File: src/rtl/aclk_pkg.sv
package aclk_pkg;

  // Frame-shape selection kept together so it is latched as one unit.
  typedef struct packed {
    logic mclk_en;
    logic wide;
    logic dsp;
  } aclk_mode_t;

  localparam aclk_mode_t MODE_IDLE = '{mclk_en: 1'b0, wide: 1'b0, dsp: 1'b0};

endpackage

File: src/rtl/aclk_div.sv
// Fractional-free divider: ratio = {div, odd}; zero collapses to one.
module aclk_div #(
  parameter int DIV_W = 8
) (
  input  logic             clk,
  input  logic             rst,
  input  logic             run,
  input  logic [DIV_W-1:0] div,
  input  logic             odd,
  output logic             lvl,
  output logic             tick,
  output logic             bypass,
  output logic [DIV_W:0]   cnt_o,
  output logic [DIV_W:0]   ratio_o
);

  localparam int CNT_W = DIV_W + 1;

  logic [CNT_W-1:0] raw, eff, hi, cnt;

  always_comb begin
    raw    = {div, odd};
    eff    = (raw == '0) ? CNT_W'(1) : raw;
    hi     = (eff >> 1) + CNT_W'(eff[0]);
    tick   = run && (cnt == eff - CNT_W'(1));
    lvl    = run && (cnt < hi);
    bypass = (eff == CNT_W'(1));
  end

  always_ff @(posedge clk) begin
    if (rst || !run) begin
      cnt <= '0;
    end else if (tick) begin
      cnt <= '0;
    end else begin
      cnt <= cnt + CNT_W'(1);
    end
  end

  assign cnt_o   = cnt;
  assign ratio_o = eff;

endmodule

File: src/rtl/aclk_frame.sv
// Bit-clock sub-divider (master-clock mode) and frame / word-select counter.
module aclk_frame #(
  parameter int FRAME_BASE = 32,
  parameter int MCLK_RATIO = 256
) (
  input  logic clk,
  input  logic rst,
  input  logic run,
  input  logic div_tick,
  input  logic mclk_en,
  input  logic wide,
  input  logic dsp,
  output logic sub_lvl,
  output logic bit_tick,
  output logic frame_end,
  output logic ws
);

  localparam int SUB_MAX = MCLK_RATIO / FRAME_BASE;
  localparam int SUB_W   = $clog2(SUB_MAX) + 1;
  localparam int BIT_W   = $clog2(2 * FRAME_BASE) + 1;

  logic [SUB_W-1:0] sub, m;
  logic [BIT_W-1:0] bitc, fb;
  logic             sub_end;

  always_comb begin
    m        = wide ? SUB_W'(SUB_MAX / 2) : SUB_W'(SUB_MAX);
    sub_end  = div_tick && (sub == m - SUB_W'(1));
    bit_tick = mclk_en ? sub_end : div_tick;
    if (dsp) fb = wide ? BIT_W'(FRAME_BASE)     : BIT_W'(FRAME_BASE / 2);
    else     fb = wide ? BIT_W'(2 * FRAME_BASE) : BIT_W'(FRAME_BASE);
    frame_end = bit_tick && (bitc == fb - BIT_W'(1));
    sub_lvl   = run && (sub < (m >> 1));
    ws        = run && (dsp ? (bitc == '0) : (bitc < (fb >> 1)));
  end

  always_ff @(posedge clk) begin
    if (rst || !run) begin
      sub  <= '0;
      bitc <= '0;
    end else begin
      if (mclk_en && div_tick) sub  <= sub_end ? '0 : sub + SUB_W'(1);
      if (bit_tick)            bitc <= frame_end ? '0 : bitc + BIT_W'(1);
    end
  end

endmodule

File: src/rtl/aclk_gen.sv
module aclk_gen #(
  parameter int DIV_W      = 8,
  parameter int FRAME_BASE = 32,
  parameter int MCLK_RATIO = 256
) (
  input  logic             clk,
  input  logic             rst,
  input  logic             en,
  input  logic [DIV_W-1:0] cfg_div,
  input  logic             cfg_odd,
  input  logic             cfg_mclk_en,
  input  logic             cfg_wide,
  input  logic             cfg_dsp,
  input  logic             cfg_hold,
  output logic             mclk_o,
  output logic             bclk_o,
  output logic             ws_o,
  output logic             pins_oe_o,
  output logic             cfg_err_o
);
  import aclk_pkg::*;

  logic [DIV_W-1:0] act_div;
  logic             act_odd;
  aclk_mode_t       act_mode;
  logic             on, err_q, bad_act, run;
  logic             dlvl, div_tick, bypass, divclk;
  logic             sub_lvl, bit_tick, frame_end, ws;
  logic [DIV_W:0]   div_cnt, eff_ratio;

  assign bad_act = (act_div == DIV_W'(1)) && act_odd;
  assign run     = on && !bad_act;

  // Settings follow the inputs while stopped; while running only at frame end.
  always_ff @(posedge clk) begin
    if (rst) begin
      on       <= 1'b0;
      err_q    <= 1'b0;
      act_div  <= '0;
      act_odd  <= 1'b0;
      act_mode <= MODE_IDLE;
    end else begin
      on    <= en;
      err_q <= (cfg_div == DIV_W'(1)) && cfg_odd;
      if (!run || frame_end) begin
        act_div  <= cfg_div;
        act_odd  <= cfg_odd;
        act_mode <= '{mclk_en: cfg_mclk_en, wide: cfg_wide, dsp: cfg_dsp};
      end
    end
  end

  aclk_div #(.DIV_W(DIV_W)) u_div (
    .clk     (clk),
    .rst     (rst),
    .run     (run),
    .div     (act_div),
    .odd     (act_odd),
    .lvl     (dlvl),
    .tick    (div_tick),
    .bypass  (bypass),
    .cnt_o   (div_cnt),
    .ratio_o (eff_ratio)
  );

  aclk_frame #(.FRAME_BASE(FRAME_BASE), .MCLK_RATIO(MCLK_RATIO)) u_frame (
    .clk       (clk),
    .rst       (rst),
    .run       (run),
    .div_tick  (div_tick),
    .mclk_en   (act_mode.mclk_en),
    .wide      (act_mode.wide),
    .dsp       (act_mode.dsp),
    .sub_lvl   (sub_lvl),
    .bit_tick  (bit_tick),
    .frame_end (frame_end),
    .ws        (ws)
  );

  always_comb begin
    divclk    = bypass ? clk : dlvl;
    mclk_o    = (run && act_mode.mclk_en) ? divclk : 1'b0;
    if (!run)                 bclk_o = 1'b0;
    else if (act_mode.mclk_en) bclk_o = sub_lvl;
    else                      bclk_o = divclk;
    ws_o      = ws;
    pins_oe_o = run || cfg_hold;
    cfg_err_o = err_q;
  end

endmodule

File: config.mk
export PLATFORM = sky130hd
export DESIGN_NAME = aclk_gen
export DESIGN_NICKNAME = d
export VERILOG_FILES = /design/src/rtl/aclk_pkg.sv /design/src/rtl/aclk_div.sv /design/src/rtl/aclk_frame.sv /design/src/rtl/aclk_gen.sv
export SDC_FILE = /design/constraint.sdc
export NUM_CORES = 1
export LEC_CHECK = 0
export BUFFER_PORTS_ARGS = -buffer_cell sky130_fd_sc_hd__buf_2
export CAP_MARGIN = 20
export CELL_PAD_IN_SITES_DETAIL_PLACEMENT = 0
export CELL_PAD_IN_SITES_GLOBAL_PLACEMENT = 1
export CORE_MARGIN = 2
export CORE_UTILIZATION = 46
export DETAILED_ROUTE_END_ITERATION = 7
export PLACE_DENSITY = 0.83
export SYNTH_ARGS = -nofsm -noshare
export SYNTH_HDL_FRONTEND = slang
export SYNTH_SLANG_ARGS = --single-unit
File: constraint.sdc
create_clock -name clk -period 4 [get_ports clk]
set_input_delay 0 -clock clk [delete_from_list [all_inputs] [get_ports clk]]
set_output_delay 0 -clock clk [all_outputs]
set_load 0.01 [all_outputs]
# Word-level counts from Yosys, hierarchy flattened
# Index checks and enable logic that the tools add are counted.
[word_totals] regBits=34 input_bits=16 out_inout_bits=5 word_cells=58
[classes] addsub=7 magnitude_cmp=3 eq_ne=6 mux=13 reduce_logical=19
[ops] op="7-bit two-way mux" count=3
[ops] op="8-bit by 1-bit equality test with 1-bit output (second input constant)" count=2
[ops] op="1-bit logical AND" count=11
[ops] op="8-bit by 1-bit adder with 9-bit output" count=1
[ops] op="9-bit by 1-bit adder with 9-bit output (second input constant)" count=1
[ops] op="9-bit by 1-bit equality test with 1-bit output (second input constant)" count=1
[ops] op="9-bit equality test" count=1
[ops] op="9-bit logical NOT" count=1
[ops] op="9-bit less-than comparator" count=1
[ops] op="9-bit two-way mux" count=1
[ops] op="9-bit by 1-bit subtractor with 9-bit output (second input constant)" count=1
[ops] op="4-bit two-way mux" count=2
[ops] op="7-bit by 1-bit adder with 7-bit output (second input constant)" count=1
[ops] op="7-bit equality test" count=1
[ops] op="7-bit logical NOT" count=1
[ops] op="7-bit by 6-bit less-than comparator with 1-bit output" count=1
[ops] op="7-bit by 1-bit subtractor with 7-bit output (second input constant)" count=1
[ops] op="1-bit two-way mux" count=6
[ops] op="6-bit two-way mux" count=1
[ops] op="4-bit by 1-bit adder with 4-bit output (second input constant)" count=1
[ops] op="4-bit equality test" count=1
[ops] op="4-bit by 3-bit less-than comparator with 1-bit output" count=1
[ops] op="4-bit by 1-bit subtractor with 4-bit output (second input constant)" count=1
[ops] op="1-bit logical OR" count=3
[ops] op="2 further kinds" count=3

# Depth between registers and ports, before layout
[logic_depth] depth_word=9 depth_mapped=16

# By module
# A second synthesis with hierarchy kept.
[unflattened] cells_unflattened=309 area_unflattened_um2=2620.0
[modules_own_cells] module="aclk_div" instances=1 cells_each=139 area_per_inst_um2=1098.6
[modules_own_cells] module="aclk_frame" instances=1 cells_each=91 area_per_inst_um2=777.0
[modules_own_cells] module="aclk_gen" instances=1 cells_each=79 area_per_inst_um2=744.5

==> flow_summary.yaml <==
floorplan:
  initial_utilization_pct: 47.3
  die_h_um: 78.7
  dieArea_mm2: 0.00620
  rows: 27
  ios: 21
  die_w_um: 78.7
  core-area_mm2: 0.00544
drt:
  drtPass1Iterations: 4
  finalWirelength_mm: 6.67
  avgViaCountPerCell: 5.55
  drc: 0
  num_vias: 2421
  route.detailed.wl_per_inst_um: 15.3
  route.antenna.remaining_nets: 0
  drt_iter0_drc: 117
synth:
  yosysWarnings: 0
  synthTopCellsByCount: "nand2_1, dfxtp_1, nor2_1"
  yosys.cell_count.top_type: "nand2_1"
  postSynthCellCount: 304
  ys_seq_elements: 34
  syn_area_mm2: 0.00257
  yosys-top-cells-area: "dfxtp_1, ha_1, mux2i_1, nand2_1, xor2_1"
  synth_cell_type_count: 56
  async_flop_share_pct: 0
  ys_seq_area_share_pct: 26.5
  synth_area_leader_cell: "dfxtp_1"
  syn_avg_cell_area_um2: 8.45
  synth_top_area_share_pct: 26.5
  synth-edff-count: 0
  syn-num-nets: 342
  synth_ff_type: "dfxtp_1"
clocking:
  cts_tree: "done"
  clock_latency_ps: 400
  path_clk_slew_ps: 70
global_route:
  overflow: 0
  track_usage_pct: 24.2
  grt_pass1_wl_mm: 11.1
  antenna_found_initial: 0
  grt_max_degree: 26
  grt_pass1_vias: 2321
worst_setup_path:
  critPathKind: "flip-flop to output port"
  startpoint_type: "flip-flop"
  cp_max_fo: 3
  cp-end-kind: "output port"
  required_ps: 4000
  crit_arrival_ps: 4040
timing:
  clock.fmax_ghz: 0.247
  maxSlewViolCount: 0
  fin_skew_ps: 9.60
  setup_violations: 3
  slew_headroom_pct: 53.8
  finalCritPeriodShare_pct: 101
  period_minus_slack_ps: 4040
  rsz0062_at_grt: "true"
  hold_violations: 0
  setup_slack_ps: -41.4
  whs_ps: 20.6
  tightest_slew_ps: 690
  finalSetupTns_ps: -80.5
pwr:
  ir_worst_vdd_uv: 199
  p_leak_nw: 1.36
  power_density_mw_per_mm2: 304
flow_run:
  max-cap-violations: 0
place:
  placed_cells: 387
  gp_congestion: 0.873
  io_buffers: 20
  dp_hpwl_mm: 4.21
  dpl-instance-area_mm2: 0.00272
run_status:
  status: "finished, violations left"
  violations: "setup timing"
finish:
  nets: 399
  diodes: 0
  drive_gt1_share_pct: 23.9
  final_cell_count_no_fill: 436
  fillers: 476
  final_core_util_pct: 61.7
  final_area_mm2: 0.00336
  area_delta_synth_final_pct: 30.6
min_path:
  hold_class: "input port to flip-flop"
## layout by cell type, fill, tap and decap left out, drive strengths merged, types with 6 or more instances in the layout
cell type    instances
nor2                23
o21ai                7
nor3                 7
xnor2                9
buf                 43
nand4               11
xor2                15
a21oi               10
ha                  22
nand3               10
and3                 7
o31ai                6
clkbuf              16
dlygate4sd3         14
mux2i               19
nand2               45
dfxtp               34
inv                 14
## cells by family after synthesis
family	count (synthesis)	synth area share [%]
AOI/OAI and AO/OA	44	14.1
xor gates and xnor gates	24	8.18
adders and majority gates	22	10.7
buffers and inverters	30	5.60
DFF	34	26.5
muxes	20	7.84
and+or+nand+nor	130	27.1
## worst max-delay path, stage by stage (launching register included)
cell and delay, ps:
dfxtp_2 320, or4_4 540, nor3_2 110, a21o_1 190, ha_4 170, ha_4 150, nand3_4 90, nor2_4 140
buf_6 110, xnor2_2 90, ha_1 260, and3_4 160, a221o_1 330, o2111a_2 300, buf_8 120, a211o_1 290
a21oi_2 140, buf_2 150
## report_power, final
part / total [W] / internal, W / switching [W]
Clock: 0.000458 / 0.000280 / 0.000178
Combinational: 0.000197 / 0.0000875 / 0.000109
Sequential: 0.000364 / 0.000348 / 0.0000162
## what timing repair did
action	in CTS	in global routing
pin swaps	15	14
endpoints found under the hold margin	14	0
buffers inserted	12	4
hold buffers	14	0
gates cloned	0	0
setup endpoints to repair	2	3
gates resized for setup	25	4
## sequential cells by signal (all words and copies together), names as in the netlist
signal        cells
u_div.cnt_o       9
act_div           8
u_frame.bitc      7
u_frame.sub       4
act_mode          3
act_odd           1
cfg_err_o         1
on                1
## cell type report
cell class	instances	area (um^2)	area share [%]
inverter	14	52.6	1.57
timing repair buffer	53	410	12.2
clock inverter	3	16.3	0.485
multi-input combinational	240	1860	55.3
clock buffer	20	246	7.35
sequential	34	683	20.4
tap	72	90.1	2.68
## path summary, 6_finish.rpt
path	cells after the start	endpoint	slack [ps]	start
worst max-delay path	17	bclk_o	-40	act_div[5]
worst min-delay path	3	cfg_err_o	20	rst
worst max register to register	13	u_frame.bitc[4]	470	act_div[5]
worst min register to register	2	u_frame.sub[2]	500	u_frame.sub[2]
## metal layers
layer | vias to the layer above | track usage (%) | share of wire, %
li1 | 1209 | - | -
met1 | 1128 | 29.8 | 47
met2 | 61 | 34.7 | 46
met3 | 23 | 9.66 | 4.5
met4 | 0 | 16.1 | 2.9
met5 | - | 0 | 0
## through the flow
| stage | setup slack [ps] | power [W] |
|---|---|---|
| after CTS | -116 | 0.00102 |
| after detailed placement | 470 | 0.000544 |
| after floorplan | 351 | 0.000504 |
| after global placement | 556 | 0.000542 |
| final | -41.4 | 0.00102 |
| after global routing | -190 | 0.00107 |
(Power assumes the default switching activity.)
